`config.mk`:
```
export PLATFORM = sky130hd
export DESIGN_NAME = disk_head_tracker
export DESIGN_NICKNAME = d
export VERILOG_FILES = /design/src/rtl/hdt_pkg.sv /design/src/rtl/hdt_sync.sv /design/src/rtl/hdt_timer.sv /design/src/rtl/disk_head_tracker.sv
export SDC_FILE = /design/constraint.sdc
export NUM_CORES = 1
export LEC_CHECK = 0
export BUFFER_PORTS_ARGS = -buffer_cell sky130_fd_sc_hd__buf_2
export CAP_MARGIN = 20
export CORE_MARGIN = 2
export CORE_UTILIZATION = 40
export CTS_BUF_LIST = sky130_fd_sc_hd__clkbuf_2 sky130_fd_sc_hd__clkbuf_4 sky130_fd_sc_hd__clkbuf_8
export DETAILED_ROUTE_END_ITERATION = 10
export PLACE_DENSITY = 0.64
export SLEW_MARGIN = 25
export SYNTH_ARGS = -nofsm -noshare
export SYNTH_HDL_FRONTEND = slang
export SYNTH_HIERARCHICAL = 1
export SYNTH_SLANG_ARGS = --single-unit
```
`constraint.sdc`:
```
create_clock -name clk -period 2.4 [get_ports clk]
set_input_delay 0.72 -clock clk [delete_from_list [all_inputs] [get_ports clk]]
set_output_delay 0.72 -clock clk [all_outputs]
set_load 0.01 [all_outputs]
```
`src/rtl/hdt_pkg.sv`:
```
package hdt_pkg;

    typedef enum logic [1:0] {
        HP_ACTIVE = 2'd0,
        HP_PARKED = 2'd1,
        HP_RETURN = 2'd2
    } hd_mode_e;

    typedef struct packed {
        logic sel;
        logic stp;
        logic dir;
        logic hd;
    } host_in_t;

    // Next cylinder for one host step, clamped at both ends of the stroke.
    function automatic int unsigned step_target(int unsigned cur, logic inward,
                                                int unsigned last);
        if (inward)
            return (cur >= last) ? cur : cur + 1;
        else
            return (cur == 0) ? 0 : cur - 1;
    endfunction

    // One cylinder toward a target position.
    function automatic int unsigned walk_toward(int unsigned cur, int unsigned dst);
        if (cur < dst)      return cur + 1;
        else if (cur > dst) return cur - 1;
        else                return cur;
    endfunction

endpackage

```
`src/rtl/hdt_sync.sv`:
```
module hdt_sync #(
    parameter int unsigned W      = 1,
    parameter int unsigned STAGES = 2
) (
    input  logic         clk,
    input  logic         rst,
    input  logic [W-1:0] d,
    output logic [W-1:0] q
);
    logic [W-1:0] chain [STAGES];

    generate
        for (genvar i = 0; i < STAGES; i++) begin : g_stage
            always_ff @(posedge clk) begin
                if (rst)
                    chain[i] <= '0;
                else if (i == 0)
                    chain[i] <= d;
                else
                    chain[i] <= chain[(i == 0) ? 0 : i - 1];
            end
        end
    endgenerate

    assign q = chain[STAGES-1];
endmodule

```
`src/rtl/hdt_timer.sv`:
```
module hdt_timer #(
    parameter int unsigned W = 8
) (
    input  logic         clk,
    input  logic         rst,
    input  logic         load,
    input  logic [W-1:0] load_val,
    output logic         busy,
    output logic         last
);
    logic [W-1:0] cnt;

    always_ff @(posedge clk) begin
        if (rst)
            cnt <= '0;
        else if (load)
            cnt <= load_val;
        else if (cnt != '0)
            cnt <= cnt - 1'b1;
    end

    assign busy = (cnt != '0);
    assign last = (cnt == W'(1));
endmodule

```
`src/rtl/disk_head_tracker.sv`:
```
module disk_head_tracker
    import hdt_pkg::*;
#(
    parameter int unsigned CYL_COUNT  = 615,
    parameter int unsigned PARK_CYL   = CYL_COUNT - 1,
    parameter int unsigned SETTLE_CYC = 400,
    parameter int unsigned IDLE_CYC   = 1_000_000_000,
    localparam int unsigned CW = $clog2(CYL_COUNT),
    localparam int unsigned SW = $clog2(SETTLE_CYC + 1),
    localparam int unsigned IW = $clog2(IDLE_CYC + 1)
) (
    input  logic          clk,
    input  logic          rst,
    input  logic          drv_sel,
    input  logic          step,
    input  logic          dir_in,
    input  logic          head_sel,
    output logic [CW-1:0] cyl,
    output logic          head,
    output logic          trk0,
    output logic          seek_done,
    output logic          ready,
    output logic          trk_chg
);
    localparam int unsigned LAST_CYL = CYL_COUNT - 1;

    host_in_t raw_in, syn_in;
    logic     stp_d;
    logic     step_edge, count_ok;
    logic     settle_busy, settle_last, settle_load, ret_load;

    hd_mode_e      mode;
    logic [CW-1:0] cyl_q, saved_q, cyl_d;
    logic          head_q, head_d;
    logic [IW-1:0] idle_q;

    assign raw_in = '{sel: drv_sel, stp: step, dir: dir_in, hd: head_sel};

    hdt_sync #(.W($bits(host_in_t)), .STAGES(2)) u_sync (
        .clk (clk),
        .rst (rst),
        .d   (raw_in),
        .q   (syn_in)
    );

    always_ff @(posedge clk) begin
        if (rst) stp_d <= 1'b0;
        else     stp_d <= syn_in.stp;
    end

    assign step_edge = syn_in.stp & ~stp_d;
    assign count_ok  = step_edge & syn_in.sel & (mode == HP_ACTIVE);

    // Return walk: leave park on reselection, then move once per window.
    assign ret_load = ((mode == HP_PARKED) && syn_in.sel) ||
                      ((mode == HP_RETURN) && settle_last && (cyl_q != saved_q));
    assign settle_load = count_ok | ret_load;

    hdt_timer #(.W(SW)) u_settle (
        .clk      (clk),
        .rst      (rst),
        .load     (settle_load),
        .load_val (SW'(SETTLE_CYC)),
        .busy     (settle_busy),
        .last     (settle_last)
    );

    always_ff @(posedge clk) begin
        if (rst) begin
            mode    <= HP_ACTIVE;
            cyl_q   <= '0;
            saved_q <= '0;
            idle_q  <= '0;
        end else begin
            case (mode)
                HP_ACTIVE: begin
                    if (syn_in.sel) begin
                        idle_q <= '0;
                        if (count_ok)
                            cyl_q <= CW'(step_target(int'(cyl_q), syn_in.dir, LAST_CYL));
                    end else if (idle_q == IW'(IDLE_CYC - 1)) begin
                        idle_q  <= '0;
                        saved_q <= cyl_q;
                        cyl_q   <= CW'(PARK_CYL);
                        mode    <= HP_PARKED;
                    end else begin
                        idle_q <= idle_q + 1'b1;
                    end
                end
                HP_PARKED: begin
                    if (syn_in.sel)
                        mode <= HP_RETURN;
                end
                HP_RETURN: begin
                    if (settle_last) begin
                        if (cyl_q == saved_q)
                            mode <= HP_ACTIVE;
                        else
                            cyl_q <= CW'(walk_toward(int'(cyl_q), int'(saved_q)));
                    end
                end
                default: mode <= HP_ACTIVE;
            endcase
        end
    end

    always_ff @(posedge clk) begin
        if (rst) begin
            head_q <= 1'b0;
            head_d <= 1'b0;
            cyl_d  <= '0;
        end else begin
            if (syn_in.sel)
                head_q <= syn_in.hd;
            head_d <= head_q;
            cyl_d  <= cyl_q;
        end
    end

    assign cyl       = cyl_q;
    assign head      = head_q;
    assign trk_chg   = (cyl_q != cyl_d) || (head_q != head_d);
    assign ready     = syn_in.sel;
    assign trk0      = syn_in.sel && (cyl_q == '0);
    assign seek_done = syn_in.sel && (mode == HP_ACTIVE) && !settle_busy;
endmodule

```
==> Yosys cells after proc, flatten, opt, wreduce, memory -nomap -nowiden <==
Memory sizes are Yosys's and may differ from the RTL's.
Index checks and enable logic that the tools add are counted.
{ "op_classes": {"addsub": 4, "n_reduce_logical": 18, "magnitude_cmp": 3, "n_bitwise": 8, "n_eq_ne": 18, "muxes": 26} }
{ "ops": {"columns": ["operator", "count"], "rows": [
  ["two-way mux 10 bit", 10],
  ["two-way mux 30 bit", 2],
  ["adder 30 x 1 -> 30 bit, second input constant", 1],
  ["== test 30 bit, second input constant", 1],
  ["inequality test 10 bit", 2],
  ["one-hot mux 10 bit (2 select lines)", 1],
  ["two-way mux 9 bit", 2],
  ["adder 10 x 1 -> 10 bit, second input constant", 1],
  ["== test 10 bit", 1],
  ["greater-or-equal comparator 10 bit, second input constant", 1],
  ["> comparator 10 bit", 1],
  ["zero test 10 bit", 1],
  ["< comparator 10 bit", 1],
  ["two-way mux 2 bit", 5],
  ["subtractor 10 x 1 -> 10 bit, second input constant", 1],
  ["== test 9 x 1 -> 1 bit, second input constant", 1],
  ["nonzero test 9 bit", 1],
  ["subtractor 9 x 1 -> 9 bit, second input constant", 1],
  ["two-way mux 4 bit", 2],
  ["inequality test 2 bit, second input constant", 4],
  ["AND reduction 7 bit", 1],
  ["logical AND 1 bit", 6],
  ["one-hot mux 2 bit (3 select lines)", 1],
  ["AND reduction 5 bit", 1],
  ["other kinds (18)", 28]
]} }
{ "word_totals": {"mem_bits_rw": 8, "inputBits": 6, "ff_bits": 74, "output_inout_bits": 15, "mem_count": 1} }
{ "memory_table": {"columns": ["name", "depth", "width", "rd", "rd_ports_with_merged_regs", "wr", "line_no", "rtl"], "rows": [
  ["u_sync.chain", 2, 4, 2, 0, 2, "hdt_sync.sv:10", "logic [W-1:0] chain [STAGES];"]
]} }

==> Longest topological paths before layout <==
Gate-level depths: netlist (run 1).
{ "logic_depth": {"depth_word": 7, "ltp_mapped": 10, "depth_no_buf": 8} }

==> Cells and area by module <==
Netlist (run 1), hierarchy kept.
{ "modules_own_cells": {"columns": ["mod", "cells_each", "n_inst", "area_per_inst_um2", "seq_area_each_um2"], "rows": [
  ["disk_head_tracker", 524, 1, 4033.9, 1301.2],
  ["hdt_timer", 70, 1, 581.8, 180.2],
  ["hdt_sync", 16, 1, 210.2, 160.2]
]} }

==> Least setup slack after synthesis (run 1) <==
Ideal clock, no wire load.
{ "synth_timing": {"kind": "flip-flop to flip-flop", "start": "register cyl_q[0], in the netlist cyl[0]", "end": "register cyl_q[3], in the netlist cyl[3]", "period_less_slack_ns": 2.645, "slack_ns": -0.245, "stages_incl_launch_ff": 10, "path_buffers": 1, "arrival_time_ns": 2.566, "setup_time_ns": 0.079, "path_cell_list": "dfxtp_1 -> clkbuf_1 -> inv_1 -> ha_1 -> nand3_1 -> o32ai_1 -> or4b_1 -> nand2b_2 -> or4_1 -> o211ai_1"} }
{ "synth_via": {"elab_chain_cells": 6, "elab_cells_between_ends": 21, "classes_between": "add/sub: 2; order compare: 3; eq/ne: 4; mux: 10; reduce/logical: 2"} }
{ "synth_rtl": {"columns": ["element", "line_no", "rtl"], "rows": [
  ["from (decl)", "disk_head_tracker.sv:33", "logic [CW-1:0] cyl_q, saved_q, cyl_d;"],
  ["from (signal assigned)", "disk_head_tracker.sv:80", "cyl_q <= CW'(step_target(int'(cyl_q), syn_in.dir, LAST_CYL));"],
  ["from (signal assigned)", "disk_head_tracker.sv:84", "cyl_q <= CW'(PARK_CYL);"],
  ["from (signal assigned)", "disk_head_tracker.sv:99", "cyl_q <= CW'(walk_toward(int'(cyl_q), int'(saved_q)));"],
  ["subtractor 10 x 1 -> 10 bit (tied with other cells)", "hdt_pkg.sv:22, hdt_pkg.sv:28", null],
  ["two-way mux 10 bit (on tied branches)", "hdt_pkg.sv:28, hdt_pkg.sv:20, hdt_pkg.sv:22", null],
  ["two-way mux 10 bit (on tied branches)", "hdt_pkg.sv:27, hdt_pkg.sv:19", null],
  ["two-way mux 10 bit (on tied branches)", "disk_head_tracker.sv:96, disk_head_tracker.sv:79", null],
  ["two-way mux 10 bit (on tied branches)", "disk_head_tracker.sv:95, disk_head_tracker.sv:77", null],
  ["one-hot mux 10 bit (2 select lines)", "disk_head_tracker.sv:75", "case (mode)"]
]} }
Several ways; a longest one is shown, not always the timed one. The select of a mux whose other input is x is not followed.
A chain may end at the register's enable or synchronous reset.

==> Worst setup path after layout (run 1) <==
{ "layout_timing": {"start": "register cyl_q[3], in the netlist cyl[3]", "end": "output port trk0"} }
{ "layout_via": {"elab_chain_cells": 2} }
{ "layout_rtl": {"columns": ["element", "line_no", "rtl"], "rows": [
  ["zero test 10 bit", "disk_head_tracker.sv:124", "assign trk0 = syn_in.sel && (cyl_q == '0);"],
  ["logical AND 1 bit", "disk_head_tracker.sv:124", null],
  ["to (decl)", "disk_head_tracker.sv:20", "output logic trk0,"]
]} }
No other way between the ends.

==> reports/qor.yml, run 1 <==
multi_input_area_mm2: 0.003193
finalSetupViolCount: 7
whs_ps: 458.5
async_reset_ff_frac: 0
fin_cells: 858
path_max_fanout: 4
synth_edf_count: 0
grt_pass1_wl_mm: 23.87
netlist_area_mm2: 0.004826
first_pass_iters: 6
wl_met2_mm: 6.968
met3_length_um: 897
slew_headroom: 0.4467
syn_avg_cell_area_um2: 7.911
min_from: "saved_q[6]"
syn_inst: 610
grt_overflow: 0
p_leak_nw: 2.431
ant_nets: 0
worstReg2RegStart: "u_settle/cnt[5]"
die_width_um: 113.8
worst_r2r_path_depth: 8
tns_ps: -428.8
ios: 21
grt_setup_unrepaired: "yes"
placementRows: 40
fin_util: 0.5268
viasPerCell: 5.845
p_per_area_mw_per_mm2: 614.1
fmaxAchievable_mhz: 397.2
synth_warnings: 6
max_cap_viol_count: 0
vdd_ir_drop_max_uv: 339.4
ys.flop_type: "dfxtp_1"
dr.first_iter.drc_count: 385
min_to: "saved_q[6]"
areaGrowthSynthToFinish_pct: 30.02
fill_cells: 1104
post-place-ws_ps: -44.80
period_minus_slack_ps: 2518
floorplan.initialDensity: 0.4051
clk_pin_slew_ps: 90
dp_cells: 819
synth_area_leaders: "dfxtp_1 (34%), a21oi_1 (5.2%), ha_1 (4.4%), nand2_1 (4.2%), nor2_1 (4.2%)"
top_layer: "met4"
die-area_mm2: 0.01296
cts_buffer_depth: 2
h-tree-depth: 3
antenna_found_initial: 0
synth_seq_cells: 82
crit_path_end_kind: "output port"
clk_latency_ps: 380
worstMarginPinSlew_ps: 826.9
drt_wl_total_mm: 14.58
grt_usage: 0.2320
cp.required_ps: 1680
routedLengthMet1_mm: 6.305
start_kind: "flop"
vias: 5015
hold_depth: 2
wl_per_cell_um: 17.00
final.setup.worst_slack_ps: -117.7
slew_violations: 0
post-route-period-util: 1.049
antenna_cells: 0
grt_max_degree: 64
synth_top_area_share: 0.3402
hold_viol_final: 0
worstPathArrival_ps: 1800
root_buffer: "clkbuf_8"
ys_types: 69
drc_errors: 0
dp_hpwl_mm: 10.04
violations: "setup timing"
rr_endpoint: "cyl[3]"
ys_seq_area_frac: 0.3402
synth_top_area_cell: "dfxtp_1"
nets: 729
grt_pass1_vias: 4878
reg2reg_setup_slack_ps: -80
core_area_mm2: 0.01191
crit_type: "reg2out"
drive_gt1_frac: 0.2827
seq_area_mm2: 0.001667
worstHoldPathType: "reg2reg"
tritoncts: "yes"
place_congestion: 0.9598
io_buffer_count: 20
finClkSkew_ps: 9.282
outcome: "finished with violations"
cts_buffers: 9
die_h_um: 113.8
cts.sinks: 82
[metal layers]
layer,global-route usage,vias to the layer above
li1,-,2438
met1,0.2896,2348
met2,0.3824,195
met3,0.04942,34
met4,0.1106,0
met5,0,-
[critical path, cell delays in order (launching register included)]
cell and delay, ps:
dfxtp_2 350, buf_6 140, nor4_4 250, buf_4 170
nand4_1 140, buf_4 190, nor2_4 80, buf_6 100
[synth_stat cells, types with 3 or more instances]
cell type and n:
o211ai_1 6, a211oi_1 9, xor2_1 11, nor4_2 3, mux2i_1 4, o21ai_0 15, clkbuf_1 29, nor3b_1 3
buf_2 5, dfxtp_1 82, nand3b_1 3, nand3_1 34, o32ai_1 4, a21oi_1 50, nor3_1 15, or4_1 5
nand2_1 54, and3_1 12, a22oi_1 5, and2_1 4, buf_1 3, nor4_1 8, or3_1 6, o21ai_1 16
nor2_1 54, nand2b_1 3, nand4_1 11, o31ai_1 3, nand4b_1 5, a211o_1 3, a221oi_1 7, ha_1 17
o22ai_1 3, a311oi_1 8, nor2b_1 16, o21a_1 3, and4_1 5, inv_1 28, xnor2_1 4, a31oi_1 9
[layout make-up]
class	instances	share of cell area
Multi-Input combinational cell	468	0.5089
Sequential cell	82	0.2656
Timing Repair Buffer	117	0.1458
Tap cell	147	0.02931
Clock buffer	12	0.02532
Inverter	28	0.01715
Clock inverter	4	0.007976
[worst max path at each step]
stage	startpoint	slack, ps	cells past startpoint	end
after floorplan	cyl[0]	30	9	cyl[3]
after global placement	u_settle/cnt[6]	-20	7	cyl[5]
after detailed placement	saved_q[4]	-40	9	cyl[4]
after CTS	u_settle/cnt[0]	-90	7	seek_done
after global routing	cyl[1]	-210	7	trk0
final	cyl[3]	-120	7	trk0
[power breakdown]
part | switching (mW) | leakage (nW) | internal (mW)
registers | 0.0610 | 0.673 | 1.44
clock network | 0.533 | 0.102 | 0.547
logic | 0.623 | 1.66 | 0.650
total | 1.22 | 2.43 | 2.64
[layout by cell type (no fill, tap or decap), types with 6 or more instances in the layout]
cell type / synthesis / layout
or3_1: 6 / 6
buf_6: 0 / 13
o211ai_1: 6 / 6
buf_4: 0 / 83
dfxtp_1: 82 / 66
and3_1: 12 / 12
o21ai_1: 16 / 18
nand2_1: 54 / 53
a31oi_1: 9 / 8
o21ai_0: 15 / 13
ha_1: 17 / 12
a311oi_1: 8 / 8
nor3_1: 15 / 15
buf_2: 5 / 18
dfxtp_2: 0 / 14
nand4_1: 11 / 11
nor2_1: 54 / 53
clkbuf_8: 2 / 11
conb_1: 2 / 9
a21oi_1: 50 / 50
xor2_1: 11 / 10
nor2b_1: 16 / 16
inv_1: 28 / 26
nand3_1: 34 / 34
[flip-flops by register name (all words and copies together) (netlist names)]
name,count
cyl,10
cyl_d,10
head,1
head_d,1
idle_q,30
mode,2
saved_q,10
stp_d,1
u_settle/cnt,9
u_sync/chain,8
[cells by family (layout without fill, tap and decap cells)]
| logic type | Yosys count | after routing | synth area share |
|---|---|---|---|
| multiplexers | 6 | 6 | 0.01296 |
| AO/OA/AOI/OAI | 164 | 164 | 0.2271 |
| adder cells (fa/ha/maj) | 17 | 17 | 0.04407 |
| buffers and inverters | 67 | 161 | 0.05756 |
| AND/OR/NAND/NOR | 257 | 257 | 0.2893 |
| XOR/XNOR | 15 | 15 | 0.02722 |
| flip-flops | 82 | 82 | 0.3402 |
| other | 2 | 9 | 0.001556 |
[per-stage QoR]
stage | cell area [um2] | total power, mW
final | 6275 | 3.854
after floorplan | 4871 | 2.144
after CTS | 6030 | 3.741
after global placement | 5540 | 2.505
after detailed placement | 5540 | 2.521
after global routing | 6275 | 4.063
[what timing repair did]
item | CTS | global route
buffers inserted | 12 | 13
pin swaps | 17 | 17
hold buffers | 0 | 0
resized for setup | 43 | 37
setup endpoints to repair | 8 | 28
Note: power is estimated with default switching activity, not from simulation.
==> inputs of run 2 (changes only) <==
--- a/config.mk
+++ b/config.mk
@@ -11,7 +11,7 @@
 export CORE_UTILIZATION = 40
 export CTS_BUF_LIST = sky130_fd_sc_hd__clkbuf_2 sky130_fd_sc_hd__clkbuf_4 sky130_fd_sc_hd__clkbuf_8
 export DETAILED_ROUTE_END_ITERATION = 10
-export PLACE_DENSITY = 0.64
+export PLACE_DENSITY = 0.62
 export SLEW_MARGIN = 25
 export SYNTH_ARGS = -nofsm -noshare
 export SYNTH_HDL_FRONTEND = slang
==> constraint.sdc (replaced) <==
create_clock -name clk -period 3.2 [get_ports clk]
set_input_delay 0.96 -clock clk [delete_from_list [all_inputs] [get_ports clk]]
set_output_delay 0.96 -clock clk [all_outputs]
set_load 0.01 [all_outputs]
==> run 2 against run 1 <==
Clock power fell by 21%. Routed wire length fell by 12%. Critical endpoint unchanged. Sequential cell count did not move. Largest cell class unchanged. The run now ends clean.
==> reports/qor.yml, run 2 (synthesis results as in run 1) <==
grt_usage: 0.2046  # -0.02739
cts_buffer_depth: 2  # unchanged
drt_wl_total_mm: 12.82  # -12%
cts_hold_buf: 0  # unchanged
max_cap_viol_count: 0  # unchanged
areaGrowthSynthToFinish_pct: 10.81
p_per_area_mw_per_mm2: 489.0  # -20%
fin_util: 0.4490  # -0.07784
cts.sinks: 82  # unchanged
drc_errors: 0  # unchanged
final_cell_mix: "dfxtp_1 (82), nor2_1 (54), nand2_1 (54), a21oi_1 (50), nand3_1 (34)"
ios: 21  # unchanged
antenna_cells: 0  # unchanged
io_buffer_count: 20  # unchanged
finalSetupViolCount: 0  # -7
grt_max_degree: 29  # -55%
start_kind: "flop"
clk_pin_slew_ps: 80  # about the same
tns_ps: 0  # +428.8 ps
hold_viol_final: 0  # unchanged
ant_nets: 0  # unchanged
layout_commonest_cell: "dfxtp_1"
cts_buffers: 9  # unchanged
seq_area_mm2: 0.001642  # -1.5%
slew_violations: 0  # unchanged
floorplan.initialDensity: 0.4051  # unchanged
place_congestion: 0.9750  # +1.6%
fill_cells: 1209  # +9.5%
vias: 4655  # -7.2%
dp_cells: 764  # -6.7%
period_minus_slack_ps: 3023
first_pass_iters: 6  # unchanged
top_register: "idle_q"
tritoncts: "yes"
viasPerCell: 5.976  # +2.2%
root_buffer: "clkbuf_8"
dp_hpwl_mm: 9.107  # -9.3%
finClkSkew_ps: 15.18  # +5.895 ps
fmaxAchievable_mhz: 330.8
dr.first_iter.drc_count: 324  # -16%
path_max_fanout: 8  # +4
grt_overflow: 0  # unchanged
largest_reg_flops: 30  # unchanged
h-tree-depth: 3  # unchanged
core_area_mm2: 0.01191  # unchanged
cp.required_ps: 2240  # +560 ps
die_width_um: 113.8  # unchanged
outcome: "finished clean"
grt_pass1_wl_mm: 21.18  # -11%
p_leak_nw: 1.977  # -19%
vdd_ir_drop_max_uv: 312.0  # -8.1%
nets: 651  # -11%
drive_gt1_frac: 0.1203  # -0.1624
clk_latency_ps: 370  # about the same
placementRows: 40  # unchanged
total_power_mw: 2.615  # -32%
die-area_mm2: 0.01296  # unchanged
wl_per_cell_um: 16.46  # -3.2%
post-route-period-util: 0.9447
antenna_found_initial: 0  # unchanged
worstPathArrival_ps: 2060  # +260 ps
crit_path_end_kind: "output port"
multi_input_area_mm2: 0.002948  # -7.7%
worstHoldPathType: "reg2reg"
crit_type: "reg2out"
grt_pass1_vias: 4327  # -11%
worstMarginPinSlew_ps: 965.2  # +138.3 ps
slew_headroom: 0.3541  # -0.09254
grt_setup_unrepaired: "no"
die_h_um: 113.8  # unchanged
fin_cells: 779  # -9.2%
-- run 2: cell types whose count changed in the layout (fill, tap and decap cells not counted), moves of 3 or more --
cell,previous run,this run
a211oi_1,5,9
a221oi_1,4,7
ha_1,12,17
buf_4,83,19
a221oi_2,3,0
dfxtp_1,66,82
buf_6,13,0
a211oi_2,5,1
dfxtp_2,14,0
ha_4,4,0
nor4_1,4,7
-- run 2: stage by stage --
stage                     instance area [um2]  worst slack (ps)  hold slack, ps
after floorplan                          4852             554.7           413.8
after global placement                   5106             439.0           426.7
after detailed placement                 5106             365.3           427.6
after CTS                                5333             42.09           446.3
after global routing                     5348             76.45           461.6
final                                    5348             176.9           448.3
-- run 2: what timing repair did --
action                                  4_1_cts  5_1_grt
endpoints found under the setup margin        0        1
buffers inserted                              0        0
gates resized for setup                       0        2
endpoints found under the hold margin         0        0
-- run 2: path summary, 6_finish.rpt --
check | endpoint | from | cells after the start | slack (ps)
min | u_sync/chain[1][2] | u_sync/chain[0][2] | 1 | 450
max reg2reg | cyl[4] | cyl[8] | 7 | 320
max | trk0 | cyl[5] | 5 | 180
min reg2reg | u_sync/chain[1][2] | u_sync/chain[0][2] | 1 | 450
-- run 2: per-layer routing --
metal,GRT usage,vias up,share of wire
met4,0.09268,0,0.037
li1,-,2273,-
met1,0.2630,2185,0.46
met3,0.04304,37,0.047
met2,0.3309,160,0.46
met5,0,-,0
-- run 2: layout make-up --
type / count / area share
Clock buffer: 11 / 0.02831
Sequential cell: 82 / 0.3070
Inverter: 28 / 0.01965
Clock inverter: 4 / 0.01404
Timing Repair Buffer: 39 / 0.04539
Multi-Input combinational cell: 468 / 0.5512
Tap cell: 147 / 0.03439
-- run 2: critical path, cell delays in order, from the launching register on --
cell	delay [ps]
dfxtp_1	410
buf_4	210
nor4_2	430
nand4_1	280
nor2_1	210
buf_2	160
-- run 2: power breakdown --
part	switching [mW]	internal [mW]
clock	0.380	0.478
sequential	0.0793	1.07
combinational	0.335	0.269
